## config.mk

```make
export PLATFORM = sky130hd
export DESIGN_NAME = mclk_ratio_gen
export DESIGN_NICKNAME = d
export VERILOG_FILES = /design/src/rtl/mclk_pkg.sv /design/src/rtl/mclk_cfg_chk.sv /design/src/rtl/mclk_half_cnt.sv /design/src/rtl/mclk_phase_fsm.sv /design/src/rtl/mclk_ratio_gen.sv
export SDC_FILE = /design/constraint.sdc
export NUM_CORES = 1
export LEC_CHECK = 0
export ABC_AREA = 1
export CORE_AREA = 2 2 39 41
export DETAILED_ROUTE_END_ITERATION = 6
export DIE_AREA = 0 0 41 43
export DONT_BUFFER_PORTS = 1
export SETUP_SLACK_MARGIN = 0.2
export SLEW_MARGIN = 0
export SYNTH_ARGS = -nofsm -noshare
export SYNTH_HDL_FRONTEND = slang
export SYNTH_SLANG_ARGS = --single-unit
export TNS_END_PERCENT = 5
```

## constraint.sdc

```tcl
create_clock -name clk_i -period 1.58 [get_ports clk_i]
set_input_delay 0.158 -clock clk_i [delete_from_list [all_inputs] [get_ports clk_i]]
set_output_delay 0.158 -clock clk_i [all_outputs]
set_load 0.02 [all_outputs]
```

## src/rtl/mclk_pkg.sv

```systemverilog
package mclk_pkg;
  localparam int CODE_W  = 3;
  localparam int MAX_B0  = 4;
  localparam int MAX_B1  = 3;

  function automatic logic code_legal(input logic base, input logic [CODE_W-1:0] code,
                                      input int max0, input int max1);
    int lim;
    lim = base ? max1 : max0;
    return (int'(code) <= lim);
  endfunction
endpackage

```

## src/rtl/mclk_cfg_chk.sv

```systemverilog
module mclk_cfg_chk #(
  parameter int CODE_W = 3,
  parameter int MAX0   = 4,
  parameter int MAX1   = 3
) (
  input  logic              clk_i,
  input  logic              rst_ni,
  input  logic              base_i,
  input  logic [CODE_W-1:0] code_i,
  output logic              legal_o,
  output logic              err_o
);
  assign legal_o = mclk_pkg::code_legal(base_i, code_i, MAX0, MAX1);

  always_ff @(posedge clk_i or negedge rst_ni) begin
    if (!rst_ni) err_o <= 1'b0;
    else         err_o <= ~legal_o;
  end
endmodule

```

## src/rtl/mclk_half_cnt.sv

```systemverilog
module mclk_half_cnt #(
  parameter int CODE_W = 3,
  parameter int CNT_W  = 4
) (
  input  logic              clk_i,
  input  logic              rst_ni,
  input  logic              en_i,
  input  logic [CODE_W-1:0] code_i,
  output logic              tc_o
);
  logic [CNT_W-1:0] cnt_q;
  logic [CNT_W-1:0] lim;

  assign lim  = CNT_W'((32'd1 << code_i) - 32'd1);
  assign tc_o = en_i && (cnt_q == lim);

  always_ff @(posedge clk_i or negedge rst_ni) begin
    if (!rst_ni)    cnt_q <= '0;
    else if (!en_i) cnt_q <= '0;
    else if (tc_o)  cnt_q <= '0;
    else            cnt_q <= cnt_q + 1'b1;
  end
endmodule

```

## src/rtl/mclk_phase_fsm.sv

```systemverilog
module mclk_phase_fsm #(
  parameter int CODE_W = 3
) (
  input  logic              clk_i,
  input  logic              rst_ni,
  input  logic              go_i,
  input  logic              tc_i,
  input  logic [CODE_W-1:0] code_i,
  output logic              mclk_o,
  output logic              busy_o,
  output logic [CODE_W-1:0] code_o
);
  logic              mclk_q, busy_q;
  logic [CODE_W-1:0] code_q;

  always_ff @(posedge clk_i or negedge rst_ni) begin
    if (!rst_ni) begin
      mclk_q <= 1'b0;
      busy_q <= 1'b0;
      code_q <= '0;
    end else if (!busy_q) begin
      if (go_i) begin
        busy_q <= 1'b1;
        mclk_q <= 1'b1;
        code_q <= code_i;
      end
    end else if (tc_i) begin
      if (mclk_q) begin
        mclk_q <= 1'b0;
      end else if (go_i) begin
        // rising edge: only point where a new code is taken
        mclk_q <= 1'b1;
        code_q <= code_i;
      end else begin
        busy_q <= 1'b0;
      end
    end
  end

  assign mclk_o = mclk_q;
  assign busy_o = busy_q;
  assign code_o = code_q;
endmodule

```

## src/rtl/mclk_ratio_gen.sv

```systemverilog
module mclk_ratio_gen #(
  parameter int CODE_W = mclk_pkg::CODE_W,
  parameter int MAX0   = mclk_pkg::MAX_B0,
  parameter int MAX1   = mclk_pkg::MAX_B1
) (
  input  logic              clk_i,
  input  logic              rst_ni,
  input  logic              base_sel_i,
  input  logic [CODE_W-1:0] mult_i,
  input  logic              run_i,
  input  logic              gate_i,
  output logic              mclk_o,
  output logic              cfg_err_o
);
  localparam int MAXC  = (MAX0 > MAX1) ? MAX0 : MAX1;
  localparam int CNT_W = (MAXC > 0) ? MAXC : 1;

  logic              legal, go, tc, busy;
  logic [CODE_W-1:0] act_code;

  mclk_cfg_chk #(.CODE_W(CODE_W), .MAX0(MAX0), .MAX1(MAX1)) u_chk (
    .clk_i(clk_i), .rst_ni(rst_ni), .base_i(base_sel_i), .code_i(mult_i),
    .legal_o(legal), .err_o(cfg_err_o)
  );

  assign go = run_i & ~gate_i & legal;

  mclk_half_cnt #(.CODE_W(CODE_W), .CNT_W(CNT_W)) u_cnt (
    .clk_i(clk_i), .rst_ni(rst_ni), .en_i(busy), .code_i(act_code), .tc_o(tc)
  );

  mclk_phase_fsm #(.CODE_W(CODE_W)) u_fsm (
    .clk_i(clk_i), .rst_ni(rst_ni), .go_i(go), .tc_i(tc), .code_i(mult_i),
    .mclk_o(mclk_o), .busy_o(busy), .code_o(act_code)
  );
endmodule

```

==> results of run 1 <==
-- power by group --
group	total, uW	switching [uW]	internal, uW
clock	163	76.0	87.4
sequential	477	120	357
combinational	802	419	383
total	1440	614	828
-- how the worst max path moves through the flow --
stage / from / end / slack [ns]
floorplan: u_fsm.code_o[2] / u_fsm.code_o[2] / -0.02
global placement: u_fsm.code_o[2] / u_fsm.code_o[2] / -0.16
detailed placement: u_fsm.code_o[2] / u_fsm.code_o[2] / -0.15
CTS: u_fsm.code_o[2] / u_fsm.code_o[2] / -0.15
global route: u_fsm.code_o[2] / u_fsm.code_o[2] / -0.29
finish: u_fsm.code_o[2] / u_fsm.code_o[2] / -0.13
-- layout make-up --
| type | instances | area [um2] | area share |
|---|---|---|---|
| multi-input combinational | 58 | 349 | 0.468 |
| inverter | 13 | 48.8 | 0.0654 |
| timing repair buffer | 7 | 55.1 | 0.0738 |
| clock buffer | 3 | 22.5 | 0.0302 |
| tap | 16 | 20.0 | 0.0268 |
| sequential | 10 | 250 | 0.336 |
-- Yosys cell counts --
| master | number | area [um2] |
|---|---|---|
| a21oi_1 | 1 | 5.00 |
| o21ai_0 | 1 | 5.00 |
| inv_1 | 12 | 45.0 |
| xor2_1 | 1 | 8.76 |
| nand4_1 | 3 | 18.8 |
| o21ai_1 | 1 | 5.00 |
| xnor2_1 | 2 | 17.5 |
| nand3_1 | 3 | 15.0 |
| nand2_1 | 23 | 86.3 |
| nand3b_1 | 1 | 7.51 |
| nand2_4 | 1 | 11.3 |
| clkinv_1 | 1 | 3.75 |
| dfrtp_1 | 10 | 250 |
| nor2_4 | 1 | 11.3 |
| ha_1 | 5 | 62.6 |
| nand3_4 | 1 | 17.5 |
| nor2_1 | 10 | 37.5 |
| nand2_2 | 2 | 12.5 |
| nor2_2 | 2 | 12.5 |
-- layout by cell type (no fill, tap or decap), drive strengths merged, types with 2 or more instances in the layout --
cell type	n
dfrtp	10
nand4	3
nand2	26
inv	12
o21ai	2
xnor2	2
clkbuf	3
buf	6
nand3	4
ha	5
nor2	13
-- routing by layer --
metal / wire [um] / share of wire / GRT usage / vias to the layer above
li1: - / - / - / 274
met4: 0 / 0 / 0.100 / 0
met3: 26 / 0.025 / 0 / 0
met1: 454 / 0.44 / 0.214 / 235
met5: 0 / 0 / 0 / -
met2: 543 / 0.53 / 0.231 / 8
-- timing repair --
item | 4_1_cts | 5_1_grt
buffers inserted | 1 | 0
setup endpoints to repair | 9 | 9
hold buffers | 1 | 0
gates cloned | 0 | 0
pin swaps | 3 | 0
resized for setup | 0 | 1
endpoints found under the hold margin | 10 | 0
-- worst register-to-register path: stages (launching register included) --
cell and delay (ns):
dfrtp_1 0.42, nor2_2 0.13, nand2_2 0.09, ha_4 0.27, nor2_1 0.04, nor2_1 0.12, nand2_1 0.08, nor2_2 0.09
nand2_2 0.08, nand2_4 0.11, nand3_4 0.09, nand2_1 0.07, nand2_1 0.04
-- flip-flops by register name, indices dropped and copies added (netlist names) --
| signal | count |
|---|---|
| u_fsm.busy_o | 1 |
| u_chk.err_o | 1 |
| u_cnt.cnt_q | 4 |
| u_fsm.mclk_o | 1 |
| u_fsm.code_o | 3 |
-- logic make-up (layout without fill, tap and decap cells) --
group,Yosys count,count (layout),synth area share
XOR/XNOR,3,3,0.0415
AO/OA/AOI/OAI,3,3,0.0237
flip-flops,10,10,0.395
AND/OR/NAND/NOR,47,47,0.364
adder cells (fa/ha/maj),5,5,0.0988
buffers and inverters,13,23,0.0771
-- stage by stage --
step	TNS [ns]	util	total power, uW
detailed placement	-0.928	0.508	1260
global placement	-1.06	0.508	1250
CTS	-0.961	0.537	1460
finish	-0.831	0.539	1440
global route	-2.03	0.539	1610
floorplan	-0.0665	-	1040
==> metrics, run 1 <==
worst-path maximum fanout 7; initial antenna violation count 0; core footprint 0.00138 mm2; P&R area growth vs syn 17.8%; DPL Wire Length 859 um; detailed-route vias per instance 4.83; post-synthesis sequential area ratio 0.395; pre-CTS setup slack -0.148 ns; clk_skew 0.00441 ns; status finished, violations left; CTS Sinks 10; DR WL/cell 9.56 um; ordered cell list for the critical path nor2_2 -> nand2_2 -> ha_4 -> nor2_1 -> nor2_1 -> nand2_1 -> nor2_2 -> nand2_2 -> nand2_4 -> nand3_4 -> nand2_1 -> nand2_1; reg-to-reg setup timing slack -0.13 ns; Startpoint Class flop; row cnt 14; clk buf depth 2; min cycle time layout 1.71 ns; slowest cell delay on critical path 0.42 ns; post-route ant nets 0; drt first pass iters 2; Mapped Area 633 um2; Total Wirelength 1.02 mm; Inst Count DP 102; Syn Area/Cell 7.82 um2; Worst-Margin Slew 0.464 ns; Synth cell types 19; PortBufs 0; vias in the first global route 462; clk_lat worst skew 0.25 ns; Critical Path RT 1.73 ns; Worst path top cell family by delay simple AND/OR/NAND/NOR gates; reg2reg start u_fsm.code_o[2]; Worst slew margin 0.689; n_diodes 0; Hold EP u_fsm.code_o[2]; final setup vio count 9; Reg-to-Reg End u_fsm.code_o[2]; H-tree levels 1; first-pass GRT wire length 1.85 mm; Worst path most repeated cell nand2_1; die footprint 0.00176 mm2; pin count of the biggest net entering global routing 11; TritonCTS clock tree yes; CP Class reg2reg; gpl congestion 0.743; layout cells sized above 1 0.198; placed cell areas 703 um2; # DRC 0; Slew Viols, Final 0; Final Cell Area 746 um2; total CTS buffers 3; final worst slack -0.127 ns; Pwr Density 1930 mW/mm2; CTS root buf clkbuf_4; post-synthesis cell count 81; gr usage total 0.155; hold depth 2; critical hold path startpoint mult_i[2]; period utilization 1.08; CP arrival 1.86 ns; drt first-iter violations 6; IO Pins 10; die width 41 um; #FFs+latches synth 10; grt ovf 0; max cap viols 0; syn nets 94; critical path buffer and inverter count 0; Initial Util 0.458; Max rail drop VDD 0.917 mV; Fin Hold WS 0.0529 ns; fin cells 107; fillers 141; final hold vios 0; Hold Crit Class in2reg; Clock Pin Slew Worst Setup and Hold Paths 0.06 ns; Setup crit end kind flop; violations in the final reports negative setup slack; P_leak 0.000402 uW; critical path's slowest cell dfrtp_1; nets@finish 106; FF-to-FF path depth 12; CP Depth 12; RSZ-0062 raised after global routing true; Peak Freq 0.586 GHz; synth warn 0; routed vias 517; Die Y-Extent 43 um
Power figures use the tool's default switching activity.
==> inputs of run 2 (changes only) <==
Settings changed: SLEW_MARGIN 0 to 20.
==> results of run 2 <==
No change in the layout: final DEF, timing and power equal those of run 1.
